File: src/rtl/pcas_pkg.sv
package pcas_pkg;
    // width of the additive latency field and its largest legal value
    localparam int AL_CODE_W = 3;
    localparam int AL_LIMIT  = 4;

    function automatic int max_int(input int a, input int b);
        return (a > b) ? a : b;
    endfunction
endpackage

File: src/rtl/pcas_cfg_check.sv
module pcas_cfg_check
    import pcas_pkg::*;
#(
    parameter int TRCD_W = 4
) (
    input  logic [AL_CODE_W-1:0] al_code,
    input  logic [TRCD_W-1:0]    trcd_min,
    output logic                 err
);
    localparam int CMP_W = max_int(AL_CODE_W, TRCD_W) + 1;

    logic [CMP_W-1:0] al_ext;
    logic [CMP_W-1:0] trcd_ext;
    logic             reserved;
    logic             too_long;

    always_comb begin
        al_ext   = CMP_W'(al_code);
        trcd_ext = CMP_W'(trcd_min);
        reserved = (al_ext > CMP_W'(AL_LIMIT));
        too_long = (al_ext > trcd_ext);
        err      = reserved | too_long;
    end
endmodule

File: src/rtl/pcas_lat_calc.sv
module pcas_lat_calc
    import pcas_pkg::*;
#(
    parameter int CL_W  = 4,
    parameter int LAT_W = 5
) (
    input  logic [AL_CODE_W-1:0] al_code,
    input  logic [CL_W-1:0]      cas_lat,
    output logic [LAT_W-1:0]     rd_lat,
    output logic [LAT_W-1:0]     wr_lat
);
    logic [LAT_W-1:0] sum;

    always_comb begin
        sum    = LAT_W'(al_code) + LAT_W'(cas_lat);
        rd_lat = sum;
        wr_lat = (sum == '0) ? '0 : sum - LAT_W'(1);
    end
endmodule

File: src/rtl/pcas_delay_line.sv
module pcas_delay_line
    import pcas_pkg::*;
#(
    parameter int TAG_W = 16,
    parameter int DEPTH = AL_LIMIT
) (
    input  logic                 clk,
    input  logic                 rst_n,
    input  logic [AL_CODE_W-1:0] sel,
    input  logic                 in_vld,
    input  logic                 in_wr,
    input  logic [TAG_W-1:0]     in_tag,
    output logic                 out_vld,
    output logic                 out_wr,
    output logic [TAG_W-1:0]     out_tag
);
    typedef struct packed {
        logic             vld;
        logic             wr;
        logic [TAG_W-1:0] tag;
    } ent_t;

    typedef struct packed {
        ent_t [DEPTH-1:0] stg;
    } line_t;

    line_t line_d, line_q;
    ent_t  head;
    ent_t  tap;

    always_comb begin
        head.vld = in_vld;
        head.wr  = in_wr;
        head.tag = in_tag;
    end

    // next-state: stage 0 takes the new entry, each later stage the one before
    always_comb begin
        line_d        = line_q;
        line_d.stg[0] = head;
        for (int i = 1; i < DEPTH; i++) begin
            line_d.stg[i] = line_q.stg[i-1];
        end
    end

    always_ff @(posedge clk or negedge rst_n) begin
        if (!rst_n) line_q <= '0;
        else        line_q <= line_d;
    end

    // tap select: zero latency bypasses every register
    always_comb begin
        tap = head;
        for (int i = 0; i < DEPTH; i++) begin
            if (int'(sel) == i + 1) tap = line_q.stg[i];
        end
    end

    generate
        if (DEPTH > 0) begin : g_out
            always_comb begin
                out_vld = tap.vld;
                out_wr  = tap.wr;
                out_tag = tap.tag;
            end
        end
    endgenerate
endmodule

File: src/rtl/posted_cas_sched.sv
module posted_cas_sched
    import pcas_pkg::*;
#(
    parameter int TAG_W  = 16,
    parameter int CL_W   = 4,
    parameter int TRCD_W = 4,
    parameter int LAT_W  = max_int(CL_W, AL_CODE_W) + 1
) (
    input  logic                 clk,
    input  logic                 rst_n,
    input  logic                 cmd_valid,
    input  logic                 cmd_is_wr,
    input  logic [TAG_W-1:0]     cmd_tag,
    input  logic [AL_CODE_W-1:0] al_code,
    input  logic [CL_W-1:0]      cas_lat,
    input  logic [TRCD_W-1:0]    trcd_min,
    output logic                 iss_valid,
    output logic                 iss_is_wr,
    output logic [TAG_W-1:0]     iss_tag,
    output logic [LAT_W-1:0]     rd_lat,
    output logic [LAT_W-1:0]     wr_lat,
    output logic                 cfg_err
);
    logic             err;
    logic             accept;
    logic             dl_vld;
    logic             dl_wr;
    logic [TAG_W-1:0] dl_tag;

    pcas_cfg_check #(.TRCD_W(TRCD_W)) u_cfg (
        .al_code  (al_code),
        .trcd_min (trcd_min),
        .err      (err)
    );

    pcas_lat_calc #(.CL_W(CL_W), .LAT_W(LAT_W)) u_lat (
        .al_code (al_code),
        .cas_lat (cas_lat),
        .rd_lat  (rd_lat),
        .wr_lat  (wr_lat)
    );

    always_comb accept = cmd_valid & ~err;

    pcas_delay_line #(.TAG_W(TAG_W), .DEPTH(AL_LIMIT)) u_dly (
        .clk     (clk),
        .rst_n   (rst_n),
        .sel     (al_code),
        .in_vld  (accept),
        .in_wr   (cmd_is_wr),
        .in_tag  (cmd_tag),
        .out_vld (dl_vld),
        .out_wr  (dl_wr),
        .out_tag (dl_tag)
    );

    always_comb begin
        iss_valid = dl_vld & ~err;
        iss_is_wr = dl_wr;
        iss_tag   = dl_tag;
        cfg_err   = err;
    end
endmodule

File: config.mk
export PLATFORM = sky130hd
export DESIGN_NAME = posted_cas_sched
export DESIGN_NICKNAME = d
export VERILOG_FILES = /design/src/rtl/pcas_pkg.sv /design/src/rtl/pcas_cfg_check.sv /design/src/rtl/pcas_lat_calc.sv /design/src/rtl/pcas_delay_line.sv /design/src/rtl/posted_cas_sched.sv
export SDC_FILE = /design/constraint.sdc
export NUM_CORES = 1
export LEC_CHECK = 0
export ABC_AREA = 1
export CAP_MARGIN = 10
export CORE_AREA = 2 2 77 79
export CTS_BUF_LIST = sky130_fd_sc_hd__clkbuf_2
export DETAILED_ROUTE_END_ITERATION = 10
export DIE_AREA = 0 0 79 81
export PLACE_DENSITY = 0.81
export SETUP_SLACK_MARGIN = 0.3
export SLEW_MARGIN = 20
export SYNTH_ARGS = -nofsm -noshare
export SYNTH_HDL_FRONTEND = slang
export SYNTH_SLANG_ARGS = --single-unit
File: constraint.sdc
create_clock -name clk -period 2.6 [get_ports clk]
set_input_delay 0.52 -clock clk [delete_from_list [all_inputs] [get_ports clk]]
set_output_delay 0.52 -clock clk [all_outputs]
set_load 0.01 [all_outputs]
After elaboration in Yosys (flattened, before gate mapping)
Index checks and enable logic that the tools add are counted.

word-level totals
  input bits = 31
  bits in latches = 0
  bits in writable memories = 0
  bits in registers = 72
  logic and storage cells = 30
  bits in read-only memories = 0
  memories kept = 0
  output and inout bits = 29

cells by class
  multiplexer cells = 5
  multipliers = 0
  equal/unequal tests = 4
  add/subtract/negate cells = 2
  order comparisons = 2
  divide/modulo/power cells = 0
  reductions and logical operators = 1
  bitwise gates (word level) = 4
  shift-type cells = 0

operator list
  operator             count
  $mux 18              4
  $eq 3x3->1 const B   3
  $add 3x4->5          1
  $logic_not 5->1      1
  $mux 5               1
  $sub 5x1->5 const B  1
  $gt 3x4->1           1
  $eq 3x2->1 const B   1
  $gt 3x3->1 const B   1
  $and 1x1->1          2
  $not 1->1            1
  $or 1x1->1           1

Longest topological paths before layout
Gate-level depths: netlist (run 1).

  depth in word-level cells = 9
  gate-level depth with buffers = 12
  depth with buffers taken out = 12

By module
Synthesis (run 1) repeated with hierarchy kept, for this count alone.

second synthesis, totals
  cell total of the unflattened synthesis = 381
  area, all modules = 3345.7 µm²

modules (own cells, without submodules)
  module            cells each  area each (µm²)  seq. area each (µm²)  instances
  pcas_delay_line   311         2907.8           1801.7                1
  pcas_lat_calc     46          319.1            0.0                   1
  pcas_cfg_check    20          103.8            0.0                   1
  posted_cas_sched  4           15.0             0.0                   1

Worst setup path before layout (run 1)
Ideal clock, no wire load.

  path kind = input-to-output
  start = input port al_code[0]
  end = output port wr_lat[0]
  path buffers = 0
  required time = 2.080 ns
  stages = 7
  data arrival time = 1.925 ns
  path slack = 0.155 ns
  cell sequence = ha_1 -> fa_1 -> xor2_1 -> nor2_1 -> nand2_1 -> nor2_1 -> nor2_1

between the ends
  cells in the longest elaborated chain, start to end = 3
  elaborated cells between the ends (all ways) = 4
  those cells by class = add/sub (2); mux (1); reduce/logical (1)

ends and longest elaborated chain
  element          line                    RTL
  start, declared  posted_cas_sched.sv:14  input logic [AL_CODE_W-1:0] al_code,
  $add 3x4->5      pcas_lat_calc.sv:15     sum = LAT_W'(al_code) + LAT_W'(cas_lat);
  via rd_lat[2]    posted_cas_sched.sv:20  output logic [LAT_W-1:0] rd_lat,
  $logic_not 5->1  pcas_lat_calc.sv:17     wr_lat = (sum == '0) ? '0 : sum - LAT_W'(1);
  $mux 5           pcas_lat_calc.sv:17
  end, declared    posted_cas_sched.sv:21  output logic [LAT_W-1:0] wr_lat,

The timed path passes the listed nets, and every way through them passes these cells.

Worst setup path after layout (run 1)
  start = input port al_code[0]
  end = output port wr_lat[2]

between the ends
  cells in the longest elaborated chain, start to end = 3
  elaborated cells between the ends (all ways) = 4
  those cells by class = add/sub (2); mux (1); reduce/logical (1)

ends and longest elaborated chain
  element                                                line
  $add 3x4->5 (*)                                        pcas_lat_calc.sv:15
  $sub 5x1->5 / $logic_not 5->1 (equally long branches)  pcas_lat_calc.sv:17
  $mux 5 (*)                                             pcas_lat_calc.sv:17

Every way passes the cells marked *; elsewhere a longest branch is shown, timed or not.

==> results.tsv, run 1 <==
metric	value	unit
outcome	finished, final reports clean	
synthCells	273	
nFillCells	330	
h-tree-depth	3	
r2r_end	u_dly.line_d[47]	
final_core_util	0.776	
dieWidth	79	um
hpwl	4.26	mm
endpoint_kind	output port	
clock_latency	510	ps
power.total	0.00231	W
via_count	2459	
r2r_cells	0	
core_area	0.00568	mm^2
peakVddDrop	0.321	mV
grt_pass1_vias	2374	
cts_tree	built	
worstReg2RegStart	u_dly.line_d[29]	
syn-cell-area	0.00289	mm^2
layout_commonest_cell	dfrtp_1	
wl_met2	4.44	mm
worst_pin_slew	866	ps
start_util	0.509	
layout_common_cells	dfrtp_1, nand2_1, buf_4	
grt_setup_unrepaired	yes	
finalSetupViolCount	0	
viasPerCell	5.44	
synth-seq-cells	72	
antenna_found_initial	0	
die_h	81	um
cp_slowest_cell	fa_2	
grt_use_total	0.241	
fin_crit_sh	0.957	
drt_iter0_drc	199	
max_cap_violations	0	
critPathMaxStageDelay	550	ps
layout.nets	412	
syn_avg_cell_area	10.6	um^2
ant_nets	0	
max_slew_margin	0.423	
arrival	1970	ps
criticalPathCategory	in2out	
start_kind	primary input	
drcViolationCount	0	
finalHoldViolCount	0	
io_buffers	59	
finalClockSkew	20.9	ps
wl_met3	517	um
ys_seq_area_frac	0.624	
cts.path.max_buffers	2	
fp.dieArea	0.00640	mm^2
ys_types	29	
highest_layer	met4	
worstPathMaxFanout	3	
firstDrtPassIters	5	
routedWlPerCell	19.1	um
report.final.slew_viol_count	0	
powerDensity	525	mW/mm^2
grt_overflow_total	0	
drive_above_1_share	0.438	
routabilityCongestion	0.723	
cts_made_buffers	9	
root_buffer	clkbuf_2	
hp-class	in2async	
synth_warnings	0	
finalWirelength	8.63	mm
path_buf_inv	4	
r2r_slack	2020	ps
leakagePower	2.08	nW
drt-met1-wl	3.25	mm
syn-num-nets	312	
cp.required	2080	ps
clock-sinks	72	
path_depth	10	
fin_setup_tns	0	ps
std_cell_rows	28	
period_minus_slack	2490	ps
path_cells	buf_6 -> ha_4 -> fa_2 -> inv_2 -> ha_4 -> nand2_4 -> nor2_4 -> buf_12 -> nor2_4 -> buf_6	
n_antenna_cell	0	
fmax	0.402	GHz
design.portCount	60	
grt_max_degree	73	
clk_pin_slew	190	ps
grt_pass1_wl	11.6	mm
areaGrowthSynthToFinish	52.4	%
crit_family	adder cells	
timing repair:
action / CTS / global route
pin swaps: 21 / 43
resized for setup: 159 / 87
setup endpoints to repair: 29 / 27
buffers inserted: 13 / 3
gates cloned: 3 / 2
hold buffers: 0 / 0
routing by layer:
metal  track usage  vias to the layer above
li1              -                     1118
met1         0.307                     1206
met2         0.395                      103
met3        0.0611                       32
met4         0.103                        0
met5             0                        -
stage by stage:
step	hold slack (ps)	worst slack (ps)	instances	instance area (um^2)
global placement	354	-661	416	3780
detailed placement	358	-774	416	3780
CTS	199	128	447	4040
finish	154	113	452	4400
global route	235	73.5	452	4400
floorplan	224	318	273	2990
Yosys cell counts, drive strengths merged:
cell type / number / share of area
nand3: 22 / 0.044
nor3: 1 / 0.0017
xnor2: 2 / 0.0061
inv: 20 / 0.027
xor2: 2 / 0.0087
a21oi: 1 / 0.0017
a21boi: 3 / 0.0078
nor2: 28 / 0.040
ha: 7 / 0.030
buf: 10 / 0.028
o21ai: 2 / 0.0035
dfrtp: 72 / 0.62
a31oi: 17 / 0.037
fa: 1 / 0.0069
clkbuf: 1 / 0.0013
nand2: 66 / 0.087
o211ai: 17 / 0.044
nand4: 1 / 0.0022
final cells by class:
cell class                      count  area, um^2  share of cell area
Sequential cell                    72        1800               0.409
Multi-Input combinational cell    170        1380               0.313
Timing Repair Buffer               97         915               0.208
Inverter                           20         100              0.0227
Tap cell                           75        93.8              0.0213
Clock buffer                        9        45.0              0.0102
Timing Repair inverter              3        41.3             0.00938
Clock inverter                      6        27.5             0.00625
flip-flops by register name, indices dropped and copies added (netlist names):
register      count
u_dly.line_d     54
u_dly.line_q     18
worst max path at each step:
stage                           from         to  slack, ps
after floorplan           al_code[0]  wr_lat[0]        320
after global placement    al_code[0]  wr_lat[3]       -660
after detailed placement  al_code[1]  wr_lat[1]       -770
after CTS                 al_code[0]  wr_lat[1]        130
after global routing      al_code[0]  wr_lat[1]         70
final                     al_code[0]  wr_lat[2]        110
kinds of logic after synthesis:
logic type | share of synthesized area
adders and majority gates | 0.0372
buffers and inverters | 0.0559
DFF | 0.624
AOI/OAI and AO/OA | 0.0940
xor gates and xnor gates | 0.0147
and+or+nand+nor | 0.175
where the power goes:
part	total, W	switching [W]	internal [W]
logic	0.000601	0.000307	0.000294
clock network	0.000496	0.000389	0.000106
registers	0.00121	0.0000354	0.00118
total	0.00231	0.000732	0.00158
Power figures use the tool's default switching activity.
==> run 2, diff against run 1 <==
--- a/config.mk
+++ b/config.mk
@@ -7,11 +7,12 @@
 export LEC_CHECK = 0
 export ABC_AREA = 1
 export CAP_MARGIN = 10
-export CORE_AREA = 2 2 77 79
+export CORE_AREA = 2 2 70 72
 export CTS_BUF_LIST = sky130_fd_sc_hd__clkbuf_2
 export DETAILED_ROUTE_END_ITERATION = 10
-export DIE_AREA = 0 0 79 81
-export PLACE_DENSITY = 0.81
+export DIE_AREA = 0 0 72 74
+export DONT_BUFFER_PORTS = 1
+export PLACE_DENSITY = 0.79
 export SETUP_SLACK_MARGIN = 0.3
 export SLEW_MARGIN = 20
 export SYNTH_ARGS = -nofsm -noshare
==> run 2 against run 1 <==
Compared with the run above:
- total power decreased by 3.5%
- core utilization decreased by 4.4 points
- clock skew about the same
- maximum frequency increased by 8.0%
- sequential power about the same
- routed wire length decreased by 33%
- global-route usage decreased by 1.9 points
- critical path depth decreased by 3
- first-iteration DRC count decreased by 39%
- die area decreased by 17%
- register-to-register slack improved by 30 ps
- clock-buffer cell count unchanged
- critical path type unchanged
- largest cell class unchanged
- largest power group unchanged
==> results.tsv, run 2 (synthesis results as in run 1) <==
metric	value	unit
report.final.slew_viol_count	0	
swShare	0.276	
path_buf_inv	0	
design.portCount	60	
start_util	0.628	
antenna_found_initial	0	
worstPathMaxFanout	4	
drcViolationCount	0	
regArea	0.00180	mm^2
fp.dieArea	0.00533	mm^2
grt_pass1_vias	1871	
internal_power	0.00161	W
p_sw	0.000616	W
grt_setup_unrepaired	yes	
max_slew_margin	0.704	
combPwrFrac	0.147	
hpwl	3.64	mm
core_area	0.00460	mm^2
leakagePower	1.53	nW
cts.path.max_buffers	2	
path_cells	ha_4 -> fa_2 -> xor2_4 -> nor2_2 -> nand2_2 -> nor2_4 -> nor2_4	
n_antenna_cell	0	
cts_tree	built	
hold_path.startpoint	cmd_valid	
die_h	74	um
areaGrowthSynthToFinish	16.5	%
start_kind	primary input	
criticalPathCategory	in2out	
grt_pass1_wl	8.71	mm
grt_max_degree	73	
ant_nets	0	
max_cap_violations	0	
final_core_util	0.732	
dieWidth	72	um
crit_family	simple AND/OR/NAND/NOR gates	
drt_iter0_drc	121	
fin_setup_tns	0	ps
cp.required	2080	ps
layout_commonest_cell	dfrtp_1	
grt_use_total	0.222	
peakVddDrop	0.336	mV
fin_crit_sh	0.886	
largest_reg_flops	54	
crit_start	al_code[0]	
powerDensity	663	mW/mm^2
clk_pin_slew	180	ps
grt_overflow_total	0	
cp_slowest_cell	fa_2	
h-tree-depth	3	
root_buffer	clkbuf_2	
viasPerCell	5.62	
layout_common_cells	dfrtp_1, nand2_1, nand3_1, nor2_1, dlygate4sd3_1	
nFillCells	323	
arrival	1780	ps
hp-class	in2reg	
endpoint_kind	output port	
firstDrtPassIters	4	
seq_power_share	0.540	
multi_input_area	0.00103	mm^2
drive_above_1_share	0.155	
p_clk_frac	0.313	
period_minus_slack	2300	ps
worstReg2RegStart	u_dly.line_d[18]	
fmax	0.434	GHz
layout.nets	337	
clock-sinks	72	
finalSetupViolCount	0	
clock_latency	500	ps
routedWlPerCell	16.2	um
finalWirelength	5.78	mm
cpMostUsedCell	nor2_4	
io_buffers	0	
std_cell_rows	25	
via_count	2007	
critPathMaxStageDelay	380	ps
finalClockSkew	21.0	ps
routabilityCongestion	0.716	
finalHoldViolCount	0	
outcome	finished, final reports clean	
worst_pin_slew	442	ps
cts_made_buffers	9	
-- run 2: power groups by stage --
stage / registers (W) / logic (W) / clock network (W)
after floorplan: 0.00122 / 0.000237 / 0
after global placement: 0.00122 / 0.000271 / 0
after detailed placement: 0.00123 / 0.000280 / 0
after CTS: 0.00120 / 0.000314 / 0.000696
after global routing: 0.00121 / 0.000364 / 0.000757
final: 0.00120 / 0.000327 / 0.000699
-- run 2: layout make-up --
type / instances / share of cell area
clock buffers: 9 / 0.0134
repair buffers: 25 / 0.0751
flip-flops and latches: 72 / 0.536
inverters: 20 / 0.0231
well taps: 54 / 0.0201
clock inverters: 7 / 0.0257
multi-input cells: 170 / 0.307
-- run 2: path summary, 6_finish.rpt --
check	endpoint	slack [ps]	depth (start not counted)
setup reg to reg	u_dly.line_d[36]	2050	0
hold / removal	u_dly.line_d[35]	100	2
setup / recovery	wr_lat[3]	300	7
min in group asynchronous	u_dly.line_d[39]	540	2
max in group asynchronous	u_dly.line_d[48]	1780	2
hold reg to reg	u_dly.line_d[39]	380	0
-- run 2: per-layer routing --
layer | wire [um] | GRT usage
met1 | 2450 | 0.280
met2 | 2830 | 0.340
met3 | 422 | 0.0976
met4 | 82 | 0.0943
met5 | 0 | 0
-- run 2: repair_timing --
item / CTS / global route
hold endpoints to repair: 77 / 12
pin swaps: 2 / 2
setup endpoints to repair: 4 / 10
buffers inserted: 0 / 0
gates resized for setup: 0 / 3
hold buffers: 7 / 12
-- run 2: through the flow --
stage	instance area [um^2]	hold WS, ps	setup slack, ps	instances	total power [W]
after floorplan	2990	224	318	273	0.00146
final	3360	103	297	357	0.00223
after CTS	3230	8.50	306	345	0.00221
after detailed placement	3010	225	259	322	0.00150
after global routing	3360	54.0	240	357	0.00233
after global placement	3010	226	283	322	0.00149
